### src/rtl/lane_xbar.sv
module lane_xbar #(
  parameter int LANES  = 4,
  parameter int WORD_W = 32,
  parameter int DEV_W  = 8,
  parameter logic [DEV_W-1:0] DEV_ID = 8'h5A,
  localparam int IW = (LANES > 1) ? $clog2(LANES) : 1
) (
  input  logic                    clk,
  input  logic                    rst_n,
  input  logic [LANES*WORD_W-1:0] tx_data,
  input  logic                    frame_strobe,
  input  logic                    map_wr,
  input  logic [LANES*IW-1:0]     map_wdata,
  output logic                    map_err,
  output logic [LANES*WORD_W-1:0] phy_data,
  output logic [LANES*IW-1:0]     phy_lane_id,
  output logic [DEV_W-1:0]        phy_dev_id,
  input  logic [LANES*WORD_W-1:0] rx_data,
  input  logic [LANES*IW-1:0]     rx_lane_id,
  input  logic                    rx_cfg,
  output logic                    rx_id_err,
  output logic [LANES*WORD_W-1:0] rx_out
);

  function automatic logic [LANES*IW-1:0] ident();
    logic [LANES*IW-1:0] m;
    for (int p = 0; p < LANES; p++) m[p*IW +: IW] = IW'(p);
    return m;
  endfunction

  function automatic logic bad_perm(input logic [LANES*IW-1:0] v);
    logic b;
    b = 1'b0;
    for (int i = 0; i < LANES; i++) begin
      if (int'(v[i*IW +: IW]) >= LANES) b = 1'b1;
      for (int j = i + 1; j < LANES; j++)
        if (v[i*IW +: IW] == v[j*IW +: IW]) b = 1'b1;
    end
    return b;
  endfunction

  function automatic logic [WORD_W-1:0] pick(input logic [LANES*WORD_W-1:0] v,
                                             input logic [IW-1:0] i);
    return v[int'(i)*WORD_W +: WORD_W];
  endfunction

  logic [LANES*IW-1:0] cur_map, nxt_map, sel_map;
  logic                wr_bad;

  assign sel_map     = frame_strobe ? nxt_map : cur_map;
  assign wr_bad      = bad_perm(map_wdata);
  assign phy_lane_id = cur_map;
  assign phy_dev_id  = DEV_ID;

  always_ff @(posedge clk) begin
    if (!rst_n) begin
      cur_map  <= ident();
      nxt_map  <= ident();
      map_err  <= 1'b0;
      phy_data <= '0;
    end else begin
      cur_map <= sel_map;
      if (map_wr) begin
        map_err <= wr_bad;
        if (!wr_bad) nxt_map <= map_wdata;
      end
      for (int p = 0; p < LANES; p++)
        phy_data[p*WORD_W +: WORD_W] <= pick(tx_data, sel_map[p*IW +: IW]);
    end
  end

  logic [LANES*IW-1:0] inv, inv_new, rx_sel;
  logic                rx_bad;

  always_comb begin
    inv_new = '0;
    for (int p = 0; p < LANES; p++)
      inv_new[int'(rx_lane_id[p*IW +: IW])*IW +: IW] = IW'(p);
  end

  assign rx_bad = bad_perm(rx_lane_id);
  assign rx_sel = (rx_cfg && !rx_bad) ? inv_new : inv;

  always_ff @(posedge clk) begin
    if (!rst_n) begin
      inv       <= ident();
      rx_id_err <= 1'b0;
      rx_out    <= '0;
    end else begin
      inv <= rx_sel;
      if (rx_cfg) rx_id_err <= rx_bad;
      for (int l = 0; l < LANES; l++)
        rx_out[l*WORD_W +: WORD_W] <= pick(rx_data, rx_sel[l*IW +: IW]);
    end
  end

  // each physical word is last cycle's logical word named by its lane id
  for (genvar g = 0; g < LANES; g++) begin : g_lat
    a_r2_one_cycle_route: assert property (@(posedge clk) disable iff (!rst_n)
      $past(rst_n) |-> phy_data[g*WORD_W +: WORD_W] == pick($past(tx_data), phy_lane_id[g*IW +: IW]));
  end

  a_r4_ids_distinct: assert property (@(posedge clk) disable iff (!rst_n)
    !bad_perm(phy_lane_id));

  a_r5_reject_holds: assert property (@(posedge clk) disable iff (!rst_n)
    (map_wr && bad_perm(map_wdata)) |=> (map_err && $stable(nxt_map)));

  a_r6_map_only_on_boundary: assert property (@(posedge clk) disable iff (!rst_n)
    !frame_strobe |=> $stable(phy_lane_id));

  a_r9_dup_keeps_inverse: assert property (@(posedge clk) disable iff (!rst_n)
    (rx_cfg && bad_perm(rx_lane_id)) |=> (rx_id_err && $stable(inv)));

endmodule

### config.mk
export PLATFORM = sky130hd
export DESIGN_NAME = lane_xbar
export DESIGN_NICKNAME = d
export VERILOG_FILES = /design/src/rtl/lane_xbar.sv
export SDC_FILE = /design/constraint.sdc
export NUM_CORES = 1
export LEC_CHECK = 0
export ABC_AREA = 1
export BUFFER_PORTS_ARGS = -buffer_cell sky130_fd_sc_hd__buf_4
export CELL_PAD_IN_SITES_DETAIL_PLACEMENT = 0
export CELL_PAD_IN_SITES_GLOBAL_PLACEMENT = 2
export CORE_ASPECT_RATIO = 0.9
export CORE_MARGIN = 2
export CORE_UTILIZATION = 28
export CTS_CLUSTER_SIZE = 30
export DETAILED_ROUTE_END_ITERATION = 6
export MAX_ROUTING_LAYER = met4
export PLACE_DENSITY = 0.9
export REMOVE_ABC_BUFFERS = 1
export SLEW_MARGIN = 40
export SYNTH_ARGS = -nofsm -noshare
export SYNTH_HDL_FRONTEND = slang
export SYNTH_SLANG_ARGS = --single-unit
### constraint.sdc
create_clock -name clk -period 3.5 [get_ports clk]
set_input_delay 0.175 -clock clk [delete_from_list [all_inputs] [get_ports clk]]
set_output_delay 0.175 -clock clk [all_outputs]
set_load 0.05 [all_outputs]
### Yosys cells after proc, flatten, opt, wreduce, memory -nomap -nowiden

Index checks and enable logic that the tools add are counted.

| cells by class | value |
|---|---|
| bitwise logic cells | 2 |
| equality and inequality tests | 12 |
| shift-type cells | 16 |
| $lt $le $gt $ge | 0 |
| add/subtract/negate cells | 4 |
| multiplexer cells | 17 |
| reduce and logical (&&, ||, !) cells | 3 |
| multipliers | 0 |
| divide/modulo/power cells | 0 |

Operators with widths:

| operator | count |
|---|---|
| indexed part select 128 x 8 -> 32 bit | 8 |
| negator 3 -> 33 bit | 4 |
| variable shift 2 x 33 -> 8 bit (first input constant) | 4 |
| indexed part select 2 x 33 -> 8 bit (first input constant) | 4 |
| bitwise mux 8 bit | 3 |
| equality test 2 bit | 12 |
| 2-to-1 mux 8 bit | 2 |
| 2-to-1 mux 1 bit | 12 |
| AND 8 bit | 1 |
| AND reduction 2 bit | 1 |
| logical AND 1 bit | 1 |
| zero test 1 bit | 1 |
| NOT 1 bit | 1 |

| word-level totals | value |
|---|---|
| RAM bits | 0 |
| memories | 0 |
| register bits | 282 |
| bits in read-only memories | 0 |
| latch bits | 0 |

### Logic depth before layout (Yosys ltp)

Gate-level depths: netlist of the first run.

| depth | value |
|---|---|
| word-level depth | 11 |
| depth in mapped cells | 16 |
| gate-level depth less buffers | 13 |

### Worst setup path after synthesis of the first run

No wires, ideal clock.

| timing path | value |
|---|---|
| path kind | reg2reg |
| start | register cur_map[0], in the netlist phy_lane_id[0] |
| end | register phy_data[20] |
| required time | 3368 ps |
| slack | 1645 ps |
| setup time | 132 ps |
| period minus slack after synthesis | 1855 ps |
| buffers on the path | 2 |
| arrival | 1723 ps |
| stages on the path, launching flop included | 9 |
| path through | dfxtp_1 > or2_2 > nand2_1 > inv_1 > buf_2 > clkbuf_1 > a21oi_1 > o21ai_0 > a21oi_1 |

| between the ends | value |
|---|---|
| longest elaborated chain between the ends | 2 |

Ends and longest elaborated chain:

| element | RTL line | source |
|---|---|---|
| start, declared | 47 | `logic [LANES*IW-1:0] cur_map, nxt_map, sel_map;` |
| start signal, assigned | 57 | `cur_map <= ident();` |
| start signal, assigned | 62 | `cur_map <= sel_map;` |
| 2-to-1 mux 8 bit | 50 | `assign sel_map = frame_strobe ? nxt_map : cur_map;` |
| indexed part select 128 x 8 -> 32 bit | 44 | `return v[int'(i)*WORD_W +: WORD_W];` |
| end signal, assigned by index | 68 | `phy_data[p*WORD_W +: WORD_W] <= pick(tx_data, sel_map[p*IW +: IW]);` |
| end, declared | 15 | `output logic [LANES*WORD_W-1:0] phy_data,` |

Every way passes these cells.
A chain may end at the register's enable or synchronous reset.

### Worst setup path in the final report of the first run

| timing path | value |
|---|---|
| start | register cur_map[0], in the netlist phy_lane_id[0] |
| end | register phy_data[31] |

The elaborated chain is that of the path after synthesis.

==> impl_results.md, run 1 <==
- Switch share: 0.411
- Net switching power: 4.98 mW
- # nets final: 3303
- Flop pwr share: 0.314
- Yosys reg bits: 282
- Tot GR Track Use: 0.282
- First-pass GRT wire length: 120000 microns
- Layout Skew: 10.2 ps
- Slew @ Worst Pin: 878 ps
- Crit path kind: reg -> reg
- Number of port buffers: 542
- Post-Syn Area per Cell: 6.49 sq um
- Core Footprint: 0.0544 sq mm
- Worst r2r src: phy_lane_id[0]
- Share of post-route cells with drive strength above 1: 0.228
- Initial antenna violation count: 5
- Vias in the first global route: 19400
- Post-Syn Area: 0.0155 sq mm
- Setup_tns: 0 ps
- Post-synth top flop: dfxtp_1
- Mapped Cells: 2382
- Critical-path cell list: or2_2 -> nand2_1 -> buf_4 -> inv_2 -> buf_12 -> o211ai_1 -> dlygate4sd3_1 -> o31ai_1 -> dlygate4sd3_1
- Clock Tree Buf Depth: 3
- Pleak: 11.0 nW
- DRT Wirelength: 81600 microns
- Max Clk Rate: 329 MHz
- CP max stage cell: dlygate4sd3_1
- Internal Power: 7.12 mW
- Clock transition at path regs: 60 ps
- Initial detailed-routing violation count: 2057
- Vias/cell: 5.33
- Crit share post-route: 0.869
- Max IR drop VDD: 256 uV
- Top cells by area, synth: dfxtp_1 (37%), nand3_1 (12%), a21oi_1 (12%)
- Utilization after layout: 0.425
- WL/cell: 21.7 microns
- Root buf cell: clkbuf_16
- Number of buffers created by CTS: 36
- CP delay by family, top: buffers and inverters
- Fin. Hold Viols: 0
- Die span in y: 227 microns
- Post-layout instance area: 0.0231 sq mm
- First-pass iteration count of the detailed router: 6
- Routability cong.: 0.923
- Final HPWL DP: 54900 microns
- Post-synth EDFFs: 0
- Largest net degree at the start of global routing: 102
- Crit Path Max Fanout: 90
- GR Overflow Total: 0
- Vias: 20000
- DP Cell Count: 3492
- Clock net sink count: 282
- Minimum clock period after layout: 3040 ps
- H-tree depth: 2
- # DRC: 0
- Asr flop ratio synth: 0
- Status: finished, final reports clean
- RSZ-0062 raised after global routing: false
- Crit path required time: 3930 ps
- Relative slew slack: 0.413
- Register area share after synthesis: 0.365
- Yosys cell types: 35
- CP Capture Type: flop
- Worst Path Arrival: 3470 ps
- Yosys top cell by area: dfxtp_1
- YS warnings: 0
- Final Max Slew Viols: 0
- Die width: 252 microns
- Synth top area share: 0.365
- Die Footprint: 0.0571 sq mm
- Logic pwr share: 0.393
- Clk pwr share: 0.293
- Postcts setup bufs: 0
- Max stage delay on crit path: 580 ps
- Post-synth top cells: nand2_1 (391), nand3_1 (372), a21oi_1 (370)
- # setup viols final: 0
- Clk_lat worst skew: 540 ps
- Ports: 551
- Most common cell in the netlist: nand2_1
- Max cap viols: 0
- Setup crit start kind: flop
- Hold path startpoint: rx_data[63]
- Placed Area: 0.0200 sq mm
- Critical Path Start: phy_lane_id[0]
- Layout area overhead: 49.6%
- CTS tree: built
- Final ANT Viol Nets: 0
- CP most frequent cell: dlygate4sd3_1
- Rows: 81
- Pwr per Cell Area: 523 mW/mm^2
- HP Class: in -> reg
- Cell Count, Final, Fillers Out: 3754
- WP buf/inv: 5
- Initial Utilization: 0.284
routing by layer:
layer / wire length (microns) / vias up / global-route usage
li1: - / 9267 / -
met1: 33900 / 9475 / 0.362
met2: 37400 / 1071 / 0.432
met3: 6780 / 202 / 0.0496
met4: 3490 / 0 / 0.131
met5: 0 / - / -
cell families after synthesis:
kind of cell              Yosys count  synth area share
AOI/OAI and AO/OA                 741             0.249
other                               2          0.000486
xor gates and xnor gates           11           0.00623
DFF                               282             0.365
and+or+nand+nor                   926             0.267
buffers and inverters             420             0.111
cell usage in the layout, fill, tap and decap left out, types with 2 or more instances in the layout:
master | Yosys | final
or2_2 | 11 | 11
o21ai_2 | 0 | 2
clkinv_2 | 0 | 7
nand3_2 | 3 | 3
nor2_1 | 121 | 121
o32ai_1 | 17 | 17
clkinv_1 | 3 | 2
nand3b_1 | 3 | 3
conb_1 | 2 | 8
buf_12 | 0 | 8
nand3_1 | 372 | 372
o211ai_1 | 15 | 15
clkbuf_8 | 0 | 4
buf_4 | 12 | 580
clkbuf_16 | 0 | 37
nand3b_2 | 2 | 2
clkinv_4 | 0 | 3
nor2_4 | 3 | 3
clkbuf_1 | 101 | 8
dlygate4sd3_1 | 0 | 201
inv_1 | 216 | 212
dfxtp_1 | 282 | 282
a31oi_1 | 3 | 3
nor2_2 | 2 | 2
o31ai_1 | 15 | 15
inv_2 | 11 | 12
o21ai_1 | 64 | 63
a21oi_1 | 370 | 370
nand2_2 | 14 | 14
nand2_1 | 391 | 391
xor2_1 | 10 | 10
o21ai_0 | 256 | 255
diode_2 | 0 | 4
what timing repair did:
action,4_1_cts,5_1_grt
gates resized for setup,0,0
hold endpoints to repair,184,0
hold buffers,201,0
power by group through the flow:
stage / logic, mW / registers (mW) / clock network (mW)
final: 4.75 / 3.80 / 3.55
after global routing: 5.04 / 3.83 / 3.75
after CTS: 4.70 / 3.81 / 3.62
after detailed placement: 4.43 / 3.87 / 0
after global placement: 4.41 / 3.88 / 0
after floorplan: 1.39 / 5.13 / 0
sequential cells by signal, indices dropped and copies added (netlist names):
signal	count
rx_id_err	1
map_err	1
phy_data	128
nxt_map	8
rx_out	128
phy_lane_id	8
inv	8
metrics by stage:
stage | hold slack, ps | setup WS (ps) | power (mW)
after floorplan | 244 | -1300 | 6.52
after global placement | 431 | 807 | 8.29
after detailed placement | 447 | 754 | 8.31
after CTS | 1.28 | 491 | 12.1
after global routing | 31.5 | 294 | 12.6
final | 36.9 | 459 | 12.1
worst paths after layout:
path	slack (ps)	end	cells past startpoint
setup / recovery	460	phy_data[31]	9
hold / removal	40	rx_out[95]	5
setup reg to reg	460	phy_data[31]	9
hold reg to reg	480	nxt_map[4]	2
cell type report:
class	count	area (sq um)
fill	5657	31300
sequential	282	5650
clock inverter	8	53.8
multi-input combinational	1686	8120
antenna	4	10.0
timing repair buffer	789	6530
inverter	231	881
tap	705	882
clock buffer	49	1010
worst reg2reg max path: cells and delay by family, from the launching register on:
family | cells | cell delay [ps]
buffers and inverters | 5 | 1960
DFF | 1 | 330
and+or+nand+nor | 2 | 330
AOI/OAI and AO/OA | 2 | 300
Note: power is estimated with default switching activity, not from simulation.
==> run 2: changes to the inputs <==
PLACE_DENSITY = unset   (was 0.9)
PLACE_DENSITY_LB_ADDON = 0.2   (was unset)
==> impl_results.md, run 2 (same netlist as run 1, synthesis figures left out) <==
- Die span in y: 227 microns (unchanged)
- Slew @ Worst Pin: 878 ps (+0.392 ps)
- RSZ-0062 raised after global routing: false
- Rows: 81 (unchanged)
- Initial antenna violation count: 11 (+6)
- Tot GR Track Use: 0.289 (+0.00739)
- Max Clk Rate: 306 MHz (-6.8%)
- # DRC: 0 (unchanged)
- # nets final: 3316 (+0.39%)
- Max stage delay on crit path: 560 ps (-20 ps)
- Final Max Slew Viols: 0 (unchanged)
- Pwr per Cell Area: 535 mW/mm^2 (+2.3%)
- Number of buffers created by CTS: 38 (+5.6%)
- Commonest non-fill, non-tap cell in the layout: buf_4
- Clock Tree Buf Depth: 3 (unchanged)
- H-tree depth: 2 (unchanged)
- Footprint of the multi-input gates: 0.00812 sq mm (about the same)
- Max IR drop VDD: 315 uV (+23%)
- Clock transition at path regs: 60 ps (about the same)
- Worst r2r src: phy_lane_id[0]
- Max cap viols: 0 (unchanged)
- DRT Wirelength: 84100 microns (+3.0%)
- HP Class: in -> reg
- Number of port buffers: 542 (unchanged)
- Largest net degree at the start of global routing: 81 (-21%)
- CTS tree: built
- Core Footprint: 0.0544 sq mm (unchanged)
- Critical-path cell list: dlygate4sd3_1 -> buf_4 -> nand2_1 -> nor2_4 -> nand2_2 -> nand2_2 -> nand2_4 -> buf_4 -> o21ai_1 -> dlygate4sd3_1 -> o21ai_1 -> dlygate4sd3_1
- Vias/cell: 5.25 (-1.4%)
- Final HPWL DP: 56800 microns (+3.4%)
- # setup viols final: 0 (unchanged)
- Final ANT Viol Nets: 0 (unchanged)
- Critical Path Start: rx_cfg
- Relative slew slack: 0.413 (about the same)
- Crit Path Max Fanout: 23 (-74%)
- Die Footprint: 0.0571 sq mm (unchanged)
- Ports: 551 (unchanged)
- Biggest regs: phy_data: 128 flops, rx_out: 128 flops
- Root buf cell: clkbuf_16
- Crit path required time: 3950 ps (+20 ps)
- Fin worst setup slack: 237 ps (-222 ps)
- First-pass iteration count of the detailed router: 6 (unchanged)
- Clk_lat worst skew: 560 ps (+20 ps)
- Setup crit start kind: input port
- Layout area overhead: 51.7%
- Share of post-route cells with drive strength above 1: 0.228 (-0.000482)
- WP buf/inv: 5 (unchanged)
- Crit path kind: in -> reg
- Routability cong.: 0.876 (-5.1%)
- Die width: 252 microns (unchanged)
- CP delay by family, top: buffers and inverters
- Fin. Hold Viols: 0 (unchanged)
- Hold path startpoint: rx_data[66]
- GR Overflow Total: 0 (unchanged)
- CP Capture Type: flop
- WL/cell: 22.2 microns (+2.1%)
- Worst slack, placed: 669 ps (-85.4 ps)
- First-pass GRT wire length: 122000 microns (+1.7%)
- Minimum clock period after layout: 3260 ps (+222 ps)
- Layout Skew: 10.5 ps (+0.395 ps)
- Crit share post-route: 0.932 (+0.0634)
- Worst Path Arrival: 3710 ps (+240 ps)
- Initial detailed-routing violation count: 1887 (-8.3%)
- CP most frequent cell: dlygate4sd3_1
- Vias in the first global route: 19000 (-1.8%)
- CP max stage cell: dlygate4sd3_1
- Initial Utilization: 0.284 (unchanged)
- Most frequent cells in the layout: buf_4 (578), nand2_1 (390), nand3_1 (372)
- FF/Latch Area: 0.00565 sq mm (unchanged)
- Clock net sink count: 282 (unchanged)
- Fillers: 5673 (+0.28%)
- Status: finished, final reports clean
- Vias: 19900 (-0.63%)
- Postcts setup bufs: 0 (unchanged)
- Setup_tns: 0 ps (unchanged)
- Pleak: 11.1 nW (+1.2%)
run 2: changes by cell type in the layout (fill, tap and decap cells not counted), moves of 2 or more:
cell	delta
dlygate4sd3_1	+13
clkbuf_1	+8
diode_2	+7
clkbuf_8	+6
clkbuf_16	+4
clkinv_2	-3
buf_4	-2
clkinv_4	-2
run 2: metrics by stage:
step,power [mW],hold slack [ps],util,cell area [sq um],std cells
floorplan,6.52,244,-,14600,2199
global placement,8.33,435,0.368,20000,3490
CTS,12.6,3.27,0.430,23400,3774
global route,13.1,37.1,0.431,23400,3785
detailed placement,8.33,437,0.368,20000,3490
finish,12.5,25.0,0.431,23400,3785
run 2: worst register-to-register path, delay by kind of cell, from the launching register on:
kind / cells / cell delay [ps]
AND/OR/NAND/NOR: 3 / 260
AO/OA/AOI/OAI: 2 / 160
buffers and inverters: 5 / 2290
flip-flops: 1 / 360
run 2: layout make-up:
class / instances / area share
clock buffers: 67 / 0.0522
diodes: 11 / 0.00117
flip-flops and latches: 282 / 0.241
multi-input cells: 1686 / 0.347
clock inverters: 3 / 0.000801
well taps: 705 / 0.0376
repair buffers: 800 / 0.283
inverters: 231 / 0.0374
run 2: path summary, 6_finish.rpt:
check	to	slack, ps	cells after the start
worst max-delay path	rx_out[108]	240	12
worst min-delay path	rx_out[98]	20	5
worst max register to register	phy_data[2]	320	10
worst min register to register	nxt_map[1]	490	2
run 2: timing repair:
action,4_1_cts,5_1_grt
endpoints found under the setup margin,0,1
gates resized for setup,0,1
endpoints found under the hold margin,189,0
hold buffers,214,0
run 2: power breakdown:
group / total [mW] / internal (mW) / switching, mW / leakage, nW
Sequential: 3.81 / 3.61 / 0.194 / 2.35
Combinational: 4.78 / 1.51 / 3.27 / 8.17
Clock: 3.96 / 2.36 / 1.60 / 0.608
Total: 12.5 / 7.48 / 5.06 / 11.1
run 2: layer usage:
metal	track usage	vias to the layer above	part of all wire
met4	0.100	0	0.033
met3	0.0579	164	0.083
li1	-	9300	-
met2	0.448	956	0.46
met5	-	-	0
met1	0.376	9468	0.42
==> run 3: changes to the inputs <==
CAP_MARGIN = 20   (was unset)
HOLD_SLACK_MARGIN = 0.15   (was unset)
==> impl_results.md, run 3 (same netlist as run 1, synthesis figures left out) <==
- Ports: 551 (unchanged)
- # nets final: 3644 (+9.9%)
- Pwr per Cell Area: 490 mW/mm^2 (-8.5%)
- WL/cell: 21.2 microns (-4.7%)
- DRT Wirelength: 87000 microns (+3.6%)
- Routability cong.: 0.876 (unchanged)
- Clock transition at path regs: 60 ps (about the same)
- Minimum clock period after layout: 3230 ps (-36.5 ps)
- # DRC: 0 (unchanged)
- Largest net degree at the start of global routing: 81 (unchanged)
- # setup viols final: 0 (unchanged)
- Status: finished, final reports clean
- Root buf cell: clkbuf_16
- Number of buffers created by CTS: 38 (unchanged)
- Max Clk Rate: 310 MHz (+1.1%)
- Core Footprint: 0.0544 sq mm (unchanged)
- Vias: 21400 (+7.5%)
- First-pass GRT wire length: 128000 microns (+4.8%)
- HP Class: in -> reg
- RSZ-0062 raised after global routing: false
- Commonest non-fill, non-tap cell in the layout: buf_4
- Share of post-route cells with drive strength above 1: 0.207 (-0.0208)
- Slew @ Worst Pin: 874 ps (-4.00 ps)
- Worst Path Arrival: 3720 ps (about the same)
- CTS tree: built
- Final ANT Viol Nets: 0 (unchanged)
- Initial Utilization: 0.284 (unchanged)
- Fin. Hold Viols: 0 (unchanged)
- Fillers: 5422 (-4.4%)
- Vias/cell: 5.20 (-1.1%)
- Die Footprint: 0.0571 sq mm (unchanged)
- Relative slew slack: 0.416 (+0.00267)
- Most frequent cells in the layout: buf_4 (581), dlygate4sd3_1 (539), nand2_1 (389)
- Biggest regs: phy_data: 128 flops, rx_out: 128 flops
- Max IR drop VDD: 303 uV (-3.8%)
- Final HPWL DP: 56800 microns (unchanged)
- H-tree depth: 2 (unchanged)
- Rows: 81 (unchanged)
- Tot GR Track Use: 0.301 (+0.0112)
- Busiest grt layer: met2
- GR Layer Usage met1: 0.382 (+0.00623)
- Grt met2 use: 0.472 (+0.0241)
- Met3 Resource Use GR: 0.0600 (+0.00218)
- GR Overflow Total: 0 (unchanged)
- Layout Skew: 10.4 ps (-0.128 ps)
- Die span in y: 227 microns (unchanged)
- Vias in the first global route: 20700 (+8.7%)
- Layout area overhead: 72.9%
- Setup crit start kind: input port
- Crit path required time: 3990 ps (+40 ps)
- Crit path kind: in -> reg
- Pleak: 12.6 nW (+13%)
- Utilization after layout: 0.491 (+0.0603)
- Setup_tns: 0 ps (unchanged)
- Initial antenna violation count: 10 (-1)
- Number of port buffers: 542 (unchanged)
- Initial detailed-routing violation count: 1952 (+3.4%)
- Max cap viols: 0 (unchanged)
- Clk_lat worst skew: 560 ps (about the same)
- Clock Tree Buf Depth: 3 (unchanged)
- Crit Path Max Fanout: 66 (+190%)
- Clock net sink count: 282 (unchanged)
- Final Max Slew Viols: 0 (unchanged)
- Die width: 252 microns (unchanged)
- Crit share post-route: 0.922 (-0.0104)
- First-pass iteration count of the detailed router: 6 (unchanged)
- CP Capture Type: flop
==> run 3: cell types whose count changed in the layout (fill, tap and decap cells not counted), sizes merged <==
cell and delta:
dlygate4sd3 +325, buf +3, clkinv -2, inv +2
diode -1
==> run 3: critical path: stages <==
cell and delay [ps]:
dlygate4sd3_1 520, buf_4 160, inv_1 120, or2_2 290, nand2_1 60, buf_4 320, inv_4 240, buf_12 280
a21oi_1 150, o21ai_0 90, dlygate4sd3_1 570, a21oi_1 120, dlygate4sd3_1 570
==> run 3: area by class of cell <==
cell class | instances | area, sq um | share of cell area
multi-input cells | 1686 | 8130 | 0.304
clock buffers | 67 | 1220 | 0.0458
flip-flops and latches | 282 | 5650 | 0.211
clock inverters | 3 | 18.8 | 0.000702
diodes | 10 | 25.0 | 0.000937
repair buffers | 1128 | 9920 | 0.371
inverters | 231 | 882 | 0.0330
well taps | 705 | 882 | 0.0330
==> run 3: metal layers <==
metal / wire length [microns] / part of all wire / vias up
met5: 0 / 0 / -
met4: 3130 / 0.036 / 0
met2: 40400 / 0.46 / 1007
met3: 6990 / 0.080 / 201
met1: 36600 / 0.42 / 10200
li1: - / - / 9970
==> run 3: worst paths after layout <==
check,startpoint,endpoint,slack [ps],depth (start not counted)
hold / removal,rx_data[81],rx_out[49],190,5
setup / recovery,frame_strobe,phy_data[10],270,13
setup reg to reg,phy_lane_id[0],phy_data[10],380,10
hold reg to reg,nxt_map[1],nxt_map[1],480,2
==> run 3: what timing repair did <==
action                                  CTS  global route
hold buffers                            539             0
resized for setup                         0             6
endpoints found under the setup margin    0            38
endpoints found under the hold margin   273             0
setup buffers                             0             3
==> run 3: through the flow <==
step | total power [mW] | hold WS (ps) | setup WS [ps] | cells | area, sq um
2_1_floorplan | 6.52 | 244 | -1300 | 2199 | 14600
3_3_place_gp | 8.33 | 435 | 689 | 3490 | 20000
3_5_place_dp | 8.33 | 437 | 669 | 3490 | 20000
4_1_cts | 13.1 | 154 | 51.1 | 4099 | 26700
5_1_grt | 13.6 | 205 | 21.0 | 4112 | 26700
6_report | 13.1 | 193 | 273 | 4112 | 26700
==> run 3: where the power goes <==
group / switching, mW / total, mW / internal (mW)
clock network: 1.61 / 3.96 / 2.36
logic: 3.38 / 5.31 / 1.93
registers: 0.196 / 3.81 / 3.61
total: 5.18 / 13.1 / 7.90
